--- config.mk ---
export PLATFORM = sky130hd
export DESIGN_NAME = pgfault_unit
export DESIGN_NICKNAME = d
export VERILOG_FILES = /design/src/rtl/pgf_pkg.sv /design/src/rtl/pgf_rst_sync.sv /design/src/rtl/pgf_access_eval.sv /design/src/rtl/pgf_report_regs.sv /design/src/rtl/pgfault_unit.sv
export SDC_FILE = /design/constraint.sdc
export NUM_CORES = 1
export LEC_CHECK = 0
export CAP_MARGIN = 40
export CORE_MARGIN = 8
export CORE_UTILIZATION = 41
export CTS_CLUSTER_SIZE = 8
export DETAILED_ROUTE_END_ITERATION = 12
export PLACE_DENSITY = 0.95
export SYNTH_ARGS = -nofsm -noshare
export SYNTH_HDL_FRONTEND = slang
export SYNTH_SLANG_ARGS = --single-unit
--- constraint.sdc ---
create_clock -name clk -period 2.72 [get_ports clk]
set_input_delay 0.544 -clock clk [delete_from_list [all_inputs] [get_ports clk]]
set_output_delay 0.544 -clock clk [all_outputs]
set_load 0.02 [all_outputs]
--- src/rtl/pgf_pkg.sv ---
package pgf_pkg;

  // Attribute bits of one translation level
  typedef struct packed {
    logic present;
    logic user;
    logic writable;
  } pgf_attr_t;

  // Page fault error code layout
  typedef struct packed {
    logic user_mode;   // bit 2
    logic write_acc;   // bit 1
    logic prot_viol;   // bit 0
  } pgf_err_t;

  localparam int unsigned PGF_ERR_W = $bits(pgf_err_t);

endpackage

--- src/rtl/pgf_rst_sync.sv ---
module pgf_rst_sync #(
  parameter int unsigned STAGES = 2
) (
  input  logic clk,
  input  logic rst_n,
  output logic rst_sync_n
);

  logic [STAGES-1:0] sync_q;
  logic [STAGES-1:0] sync_d;

  always_comb begin
    sync_d = {sync_q[STAGES-2:0], 1'b1};
  end

  always_ff @(posedge clk or negedge rst_n) begin
    if (!rst_n) begin
      sync_q <= '0;
    end else begin
      sync_q <= sync_d;
    end
  end

  assign rst_sync_n = sync_q[STAGES-1];

endmodule

--- src/rtl/pgf_access_eval.sv ---
module pgf_access_eval
  import pgf_pkg::*;
#(
  parameter int unsigned LEVELS = 2
) (
  input  logic                 req_valid,
  input  logic                 paging_on,
  input  logic                 is_write,
  input  logic                 is_user,
  input  pgf_attr_t            attr [LEVELS],
  output logic                 fault_det,
  output pgf_err_t             err_det
);

  // reach[i]: level i is consulted (all higher levels present)
  logic [LEVELS:0]   reach;
  logic [LEVELS-1:0] absent_lvl;
  logic [LEVELS-1:0] user_deny_lvl;
  logic [LEVELS-1:0] write_deny_lvl;

  assign reach[0] = 1'b1;

  for (genvar g = 0; g < LEVELS; g++) begin : g_level
    assign reach[g+1]        = reach[g] & attr[g].present;
    assign absent_lvl[g]     = reach[g] & ~attr[g].present;
    assign user_deny_lvl[g]  = ~attr[g].user;
    assign write_deny_lvl[g] = ~attr[g].writable;
  end

  logic walk_absent;
  logic walk_done;
  logic rights_fail;
  logic check_on;

  always_comb begin
    walk_absent = |absent_lvl;
    walk_done   = reach[LEVELS];
    rights_fail = is_user & ((|user_deny_lvl) | (is_write & (|write_deny_lvl)));
    check_on    = req_valid & paging_on;
    fault_det   = check_on & (walk_absent | (walk_done & rights_fail));
    err_det.user_mode = is_user;
    err_det.write_acc = is_write;
    err_det.prot_viol = ~walk_absent;
  end

endmodule

--- src/rtl/pgf_report_regs.sv ---
module pgf_report_regs
  import pgf_pkg::*;
#(
  parameter int unsigned ADDR_W = 32
) (
  input  logic              clk,
  input  logic              rst_n,
  input  logic              fault_det,
  input  pgf_err_t          err_det,
  input  logic [ADDR_W-1:0] lin_addr,
  output logic              fault_q,
  output pgf_err_t          err_q,
  output logic [ADDR_W-1:0] addr_q
);

  logic              fault_d;
  pgf_err_t          err_d;
  logic [ADDR_W-1:0] addr_d;
  logic              load_en;

  // Next-state
  always_comb begin
    load_en = fault_det;
    fault_d = fault_det;
    err_d   = err_q;
    addr_d  = addr_q;
    if (load_en) begin
      err_d  = err_det;
      addr_d = lin_addr;
    end
  end

  // State
  always_ff @(posedge clk or negedge rst_n) begin
    if (!rst_n) begin
      fault_q <= 1'b0;
      err_q   <= '0;
      addr_q  <= '0;
    end else begin
      fault_q <= fault_d;
      err_q   <= err_d;
      addr_q  <= addr_d;
    end
  end

  assert_addr_hold_R10: assert property (@(posedge clk) disable iff (!rst_n)
    !fault_q |-> $stable(addr_q));

  assert_code_hold_R11: assert property (@(posedge clk) disable iff (!rst_n)
    !fault_q |-> $stable(err_q));

endmodule

--- src/rtl/pgfault_unit.sv ---
module pgfault_unit
  import pgf_pkg::*;
#(
  parameter int unsigned ADDR_W      = 32,
  parameter int unsigned SYNC_STAGES = 2
) (
  input  logic              clk,
  input  logic              rst_n,
  input  logic              req_valid,
  input  logic [ADDR_W-1:0] lin_addr,
  input  logic              is_write,
  input  logic              is_user,
  input  logic              paging_on,
  input  logic              dir_present,
  input  logic              dir_user,
  input  logic              dir_writable,
  input  logic              tbl_present,
  input  logic              tbl_user,
  input  logic              tbl_writable,
  output logic              fault_o,
  output logic [2:0]        err_code_o,
  output logic [ADDR_W-1:0] fault_addr_o
);

  localparam int unsigned LEVELS = 2;

  logic      rst_sync_n;
  pgf_attr_t attr [LEVELS];
  logic      fault_det;
  pgf_err_t  err_det;
  pgf_err_t  err_q;

  // Level 0 is the directory, level 1 the table
  assign attr[0] = '{present: dir_present, user: dir_user, writable: dir_writable};
  assign attr[1] = '{present: tbl_present, user: tbl_user, writable: tbl_writable};

  pgf_rst_sync #(.STAGES(SYNC_STAGES)) i_rst_sync (
    .clk        (clk),
    .rst_n      (rst_n),
    .rst_sync_n (rst_sync_n)
  );

  pgf_access_eval #(.LEVELS(LEVELS)) i_eval (
    .req_valid (req_valid),
    .paging_on (paging_on),
    .is_write  (is_write),
    .is_user   (is_user),
    .attr      (attr),
    .fault_det (fault_det),
    .err_det   (err_det)
  );

  pgf_report_regs #(.ADDR_W(ADDR_W)) i_regs (
    .clk       (clk),
    .rst_n     (rst_sync_n),
    .fault_det (fault_det),
    .err_det   (err_det),
    .lin_addr  (lin_addr),
    .fault_q   (fault_o),
    .err_q     (err_q),
    .addr_q    (fault_addr_o)
  );

  assign err_code_o = err_q;

  assert_no_fault_paging_off_R1: assert property (@(posedge clk) disable iff (!rst_sync_n)
    !paging_on |=> !fault_o);

  assert_idle_no_fault_R9: assert property (@(posedge clk) disable iff (!rst_sync_n)
    !req_valid |=> !fault_o);

  assert_np_not_prot_R6: assert property (@(posedge clk) disable iff (!rst_sync_n)
    (req_valid && paging_on && !dir_present) |=> (fault_o && !err_code_o[0]));

  assert_write_bit_R7: assert property (@(posedge clk) disable iff (!rst_sync_n)
    fault_o |-> (err_code_o[1] == $past(is_write)));

  assert_user_bit_R8: assert property (@(posedge clk) disable iff (!rst_sync_n)
    fault_o |-> (err_code_o[2] == $past(is_user)));

  assert_addr_capture_R10: assert property (@(posedge clk) disable iff (!rst_sync_n)
    fault_o |-> (fault_addr_o == $past(lin_addr)));

endmodule

==> results of run 1 <==
## stage by stage
| stage | total power [mW] | cell area, um2 | utilization | hold slack (ns) | setup slack (ns) |
|---|---|---|---|---|---|
| 5_1_grt | 1.59 | 2360 | 0.697 | 0.337 | 0.779 |
| 3_5_place_dp | 1.24 | 2300 | 0.680 | 0.293 | 0.506 |
| 3_3_place_gp | 1.22 | 2300 | 0.680 | 0.278 | 0.598 |
| 4_1_cts | 1.54 | 2360 | 0.697 | 0.300 | 0.814 |
| 2_1_floorplan | 0.945 | 1460 | - | 0.248 | 1.09 |
| 6_report | 1.51 | 2360 | 0.697 | 0.276 | 0.849 |
## placed cells by master, fill, tap and decap left out, types with 2 or more instances in the layout
cell type | netlist | routed
clkbuf_4 | 0 | 5
nand2_1 | 3 | 3
dfrtp_1 | 38 | 38
o21a_1 | 2 | 2
clkdlybuf4s50_1 | 0 | 79
mux2_2 | 33 | 33
## area by class of cell
| class | instances | area, um2 |
|---|---|---|
| fillers | 207 | 1030 |
| flip-flops and latches | 38 | 951 |
| repair buffers | 81 | 818 |
| multi-input cells | 46 | 473 |
| well taps | 46 | 57.6 |
| clock buffers | 7 | 55.1 |
| clock inverters | 1 | 5.00 |
| inverters | 1 | 3.75 |
## flip-flops by register name, summed over array words and instances, names as in the netlist
name and count:
i_regs.err_q 3, i_rst_sync.sync_q 2, i_regs.fault_q 1, i_regs.addr_q 32
## how the worst min path moves through the flow
stage | depth (start not counted) | endpoint | start
final | 1 | i_regs.addr_q[27] | i_rst_sync.sync_q[1]
after global routing | 1 | i_regs.addr_q[28] | i_rst_sync.sync_q[1]
after CTS | 1 | i_regs.addr_q[22] | i_rst_sync.sync_q[1]
after detailed placement | 1 | i_regs.addr_q[6] | i_rst_sync.sync_q[1]
after global placement | 1 | i_regs.addr_q[11] | i_rst_sync.sync_q[1]
after floorplan | 0 | i_rst_sync.sync_q[0] | rst_n
## layer usage
layer,global-route usage,up-vias,routed length (um)
li1,-,477,-
met1,0.157,479,1450
met2,0.257,53,1990
met3,0.0513,2,472
met4,0.0512,0,27
met5,0,-,0
## kinds of logic (layout without fill, tap and decap cells)
logic type / Yosys count / after routing / share of synthesized area
AO/OA/AOI/OAI: 6 / 6 / 0.0462
buffers and inverters: 4 / 90 / 0.0257
flip-flops: 38 / 38 / 0.651
multiplexers: 33 / 33 / 0.254
other: 1 / 1 / 0.00257
AND/OR/NAND/NOR: 6 / 6 / 0.0206
## power groups by stage
| stage | sequential (mW) | clock, mW | combinational (mW) |
|---|---|---|---|
| floorplan | 0.837 | 0 | 0.108 |
| global route | 0.720 | 0.327 | 0.546 |
| global placement | 0.711 | 0 | 0.505 |
| finish | 0.707 | 0.293 | 0.512 |
| CTS | 0.708 | 0.308 | 0.522 |
| detailed placement | 0.721 | 0 | 0.521 |
==> results_dict.tcl, run 1 <==
set metrics [dict create \
    synth_area_leaders "dfrtp_1 65%, mux2_2 25%, buf_6 2.3%, o221ai_4 1.8%, o21a_1 1.0%" \
    critPathBufInv 1 \
    min_period_ns 1.87 \
    wire_per_inst_um 17.9 \
    end_kind "primary output" \
    first_pass_iters 2 \
    tns_ns 0 \
    fin_crit_sh 0.688 \
    cts_root_buf "clkbuf_4" \
    clk_pin_slew_ns 0.11 \
    grt_pass1_wl_um 6130 \
    via_per_inst 4.60 \
    clkSinkCount 38 \
    drive_above_1_share 0.259 \
    r2r_slack_ns 1.93 \
    synth_flop_cell "dfrtp_1" \
    critPathTopFamily "buffers and inverters" \
    post_cts_buffers 0 \
    syn2layout_area_growth_pct 61.7 \
    htree_num_levels 2 \
    synth_cell_types 14 \
    synth_edf_count 0 \
    r2r_cells 1 \
    power_frac_seq 0.468 \
    critPathKind "reg2out" \
    cts_resized 0 \
    start_util 0.431 \
    path_max_fanout 2 \
    finalHoldViolCount 0 \
    syn_avg_cell_area_um2 16.6 \
    synth_common_cells "38 x dfrtp_1, 33 x mux2_2, 3 x buf_6, 3 x nand2_1, 2 x o21a_1" \
    switching_share 0.291 \
    rsz0062_at_grt "false" \
    yosys.area.top_type "dfrtp_1" \
    hold_buffers 0 \
    die_w_um 75.7 \
    p_leak_nw 0.988 \
    place.port_buffers 79 \
    outcome "complete, no violations" \
    syn_area_um2 1460 \
    fp.dieH_um 75.7 \
    ys_ff_latch 38 \
    die_area_um2 5730 \
    cts_tree "done" \
    grt_max_degree 37 \
    drv_slew 0 \
    cp.required_ns 2.18 \
    pwr_density_cell_nw_per_um2 640 \
    start_kind "register" \
    clock_path_buffers 2 \
    syn_inst 88 \
    setup_viol 0 \
    core.rowCount 21 \
    drtAntennaViolNets 0 \
    diodes 0 \
    syn-num-nets 132 \
    clkPwrFrac 0.194 \
    power.switching_mw 0.440 \
    yosysTopAreaCellShare 0.651 \
    routed_wirelength_um 3930 \
    yosysWarnings 0 \
    drt-initial-drc-count 66 \
    p_int_mw 1.07 \
    ys_seq_area_frac 0.651 \
    cp_slowest_cell "clkdlybuf4s50_1" \
    pin_count 80 \
    core_area_um2 3390 \
    clk_latency_ns 0.32 \
    post-route-drc-count 0 \
    gp_congestion 0.757 \
    grt_pass1_vias 1171 \
    cts_inserted_buffers 5 \
    worstReg2RegEnd "i_regs.addr_q[28]" \
    clock_skew_ns 0.00700 \
    layout.cells.non_filler 220 \
    cp.depth 1 \
    cp.arrival_ns 1.33 \
    yosysMostFrequentCell "dfrtp_1" \
    hp-class "reg2async" \
    crit_end "fault_addr_o[28]" \
    cap_violations 0 \
    gr-total-overflow 0 \
    finish.net_count 217 \
    hpwl_um 3190 \
    via_count 1011 \
    dp.cells 212 \
    crit_path_start "i_regs.addr_q[28]" \
    ir_worst_vdd_uv 308 \
    path_cells "clkdlybuf4s50_1" \
    r2r-start "i_regs.addr_q[28]" \
    max_freq_mhz 534 \
    antenna_found_initial 0 \
    synth_async_sr_flop_share 1.00 \
    grt_usage 0.145 \
    combPwrFrac 0.339 \
    critPathMaxStageDelay_ns 0.62 \
]
Note: power is estimated with default switching activity, not from simulation.
==> inputs of run 2 (changes only) <==
--- a/config.mk
+++ b/config.mk
@@ -7,10 +7,10 @@
 export LEC_CHECK = 0
 export CAP_MARGIN = 40
 export CORE_MARGIN = 8
-export CORE_UTILIZATION = 41
+export CORE_UTILIZATION = 34
 export CTS_CLUSTER_SIZE = 8
 export DETAILED_ROUTE_END_ITERATION = 12
-export PLACE_DENSITY = 0.95
+export PLACE_DENSITY = 0.86
 export SYNTH_ARGS = -nofsm -noshare
 export SYNTH_HDL_FRONTEND = slang
 export SYNTH_SLANG_ARGS = --single-unit
==> constraint.sdc (replaced) <==
create_clock -name clk -period 1.7 [get_ports clk]
set_input_delay 0.34 -clock clk [delete_from_list [all_inputs] [get_ports clk]]
set_output_delay 0.34 -clock clk [all_outputs]
set_load 0.02 [all_outputs]
==> run 2 against run 1 <==
Effect of this change:
- critical path depth is 5 higher
- register-to-register slack got worse by 1.0 ns
- die area up 16%
- utilization shrank 9.4 points
- sequential cell count did not move
- via count grew 5.6%
==> results_dict.tcl, run 2 (synthesized netlist as in run 1, its figures left out) <==
set metrics [dict create \
    wire_per_inst_um 15.8 \
    diodes 0 \
    placed_area_um2 2360 \
    grt_pass1_wl_um 5660 \
    dp.cells 221 \
    fillers 347 \
    gr-total-overflow 0 \
    clock_skew_ns 0.00598 \
    ir_worst_vdd_uv 632 \
    critPathKind "in2reg" \
    cts_tree "done" \
    die_w_um 81.6 \
    drtAntennaViolNets 0 \
    power_frac_seq 0.436 \
    cp.required_ns 1.87 \
    min_period_ns 1.63 \
    layout_common_cells "75 x clkdlybuf4s50_1, 38 x dfrtp_1, 33 x mux2_2" \
    cp.arrival_ns 1.80 \
    drive_above_1_share 0.295 \
    fin_crit_sh 0.960 \
    routed_wirelength_um 3710 \
    core_area_um2 4230 \
    post-route-drc-count 0 \
    clkPwrFrac 0.238 \
    via_per_inst 4.54 \
    layout_commonest_cell "clkdlybuf4s50_1" \
    pwr_density_cell_nw_per_um2 1020 \
    worst_slew_pin_slew_ns 0.508 \
    pin_count 80 \
    core.rowCount 24 \
    clkSinkCount 38 \
    cts_root_buf "clkbuf_8" \
    first_pass_iters 2 \
    grt_pass1_vias 1191 \
    die_area_um2 6650 \
    power.switching_mw 0.720 \
    rsz0062_at_grt "false" \
    finalHoldViolCount 0 \
    regMostFlops "i_regs.addr_q" \
    path_max_fanout 10 \
    largest_register_ffs 32 \
    syn2layout_area_growth_pct 74.8 \
    place.port_buffers 79 \
    p_int_mw 1.87 \
    cap_violations 0 \
    p_leak_nw 1.11 \
    cts_inserted_buffers 5 \
    p_total_mw 2.60 \
    start_util 0.345 \
    register_area_um2 951 \
    gp_congestion 0.721 \
    fp.dieH_um 81.6 \
    htree_num_levels 2 \
    hold_buffers 0 \
    drt-initial-drc-count 11 \
    multi_input_area_um2 473 \
    max_freq_mhz 613 \
    clk_latency_ns 0.28 \
    layout.cells.non_filler 235 \
    finish.net_count 226 \
    grt_max_degree 27 \
    setup_viol 0 \
    outcome "complete, no violations" \
    final_area_um2 2550 \
    combPwrFrac 0.326 \
    clk_pin_slew_ns 0.07 \
    drv_slew 0 \
    tns_ns 0 \
    via_count 1068 \
    switching_share 0.278 \
    top_regs "i_regs.addr_q (32), i_regs.err_q (3), i_rst_sync.sync_q (2)" \
    hp-class "reg2async" \
    grt_usage 0.109 \
    post-route-util 0.603 \
    end_kind "register" \
    antenna_found_initial 0 \
    clock_path_buffers 2 \
    start_kind "input port" \
    slew-limit-headroom 0.662 \
]
==> run 2: metal layers <==
layer | wire, um | part of all wire | global-route usage | vias up
li1 | - | - | - | 500
met4 | 10 | 0.0027 | 0.0268 | 0
met3 | 433 | 0.12 | 0.0602 | 2
met1 | 1380 | 0.37 | 0.115 | 515
met5 | 0 | 0 | 0 | -
met2 | 1880 | 0.51 | 0.187 | 51
==> run 2: worst max-delay path, cell delays in order <==
cell and delay [ns]:
clkdlybuf4s50_1 0.43, a21boi_2 0.19, o221ai_4 0.22, buf_6 0.16
buf_12 0.12, mux2_2 0.34
==> run 2: power groups by stage <==
stage | Sequential (mW) | Combinational, mW | Clock, mW
5_1_grt | 1.16 | 0.896 | 0.689
3_5_place_dp | 1.15 | 0.831 | 0
3_3_place_gp | 1.14 | 0.820 | 0
6_report | 1.13 | 0.845 | 0.618
2_1_floorplan | 1.34 | 0.173 | 0
4_1_cts | 1.13 | 0.833 | 0.641
==> run 2: per-stage QoR <==
| stage | hold WS, ns | setup WS [ns] |
|---|---|---|
| 2_1_floorplan | 0.0444 | 0.279 |
| 3_3_place_gp | 0.208 | -0.234 |
| 3_5_place_dp | 0.216 | -0.263 |
| 4_1_cts | 0.215 | 0.0315 |
| 5_1_grt | 0.208 | 0.000884 |
| 6_report | 0.202 | 0.0674 |
==> run 2: path summary, 6_finish.rpt <==
kind                                      start                   end  slack (ns)  cells after the start
max                                    is_write     i_regs.addr_q[19]        0.07                      6
max in group asynchronous  i_rst_sync.sync_q[1]     i_regs.addr_q[17]        0.99                      1
max reg2reg                   i_regs.addr_q[13]     i_regs.addr_q[13]        0.93                      1
min                        i_rst_sync.sync_q[1]     i_regs.addr_q[16]        0.20                      0
min reg2reg                i_rst_sync.sync_q[1]     i_regs.addr_q[16]        0.20                      0
min in group clk           i_rst_sync.sync_q[0]  i_rst_sync.sync_q[1]        0.35                      0
==> run 2: final cells by class <==
cell class | count | area share
timing repair buffer | 90 | 0.380
sequential | 38 | 0.372
multi-input combinational | 46 | 0.185
clock buffer | 7 | 0.0338
tap | 52 | 0.0255
clock inverter | 1 | 0.00196
inverter | 1 | 0.00147
==> run 2: what timing repair did <==
action / 4_1_cts / 5_1_grt
endpoints found under the setup margin: 0 / 33
setup buffers: 0 / 3
gates resized for setup: 0 / 7
==> inputs of run 3 (changes only) <==
==> constraint.sdc (replaced) <==
create_clock -name clk -period 1.7 [get_ports clk]
set_input_delay 0.34 -clock clk [delete_from_list [all_inputs] [get_ports clk]]
set_output_delay 0.34 -clock clk [all_outputs]
set_load 0.01 [all_outputs]
==> results of run 3 <==
Same layout as run 2 (identical final DEF). Status: complete, no violations.
Main changes from that run: total power 2.60 mW -> 2.48 mW; worst IR drop on VDD 632 uV -> 612 uV
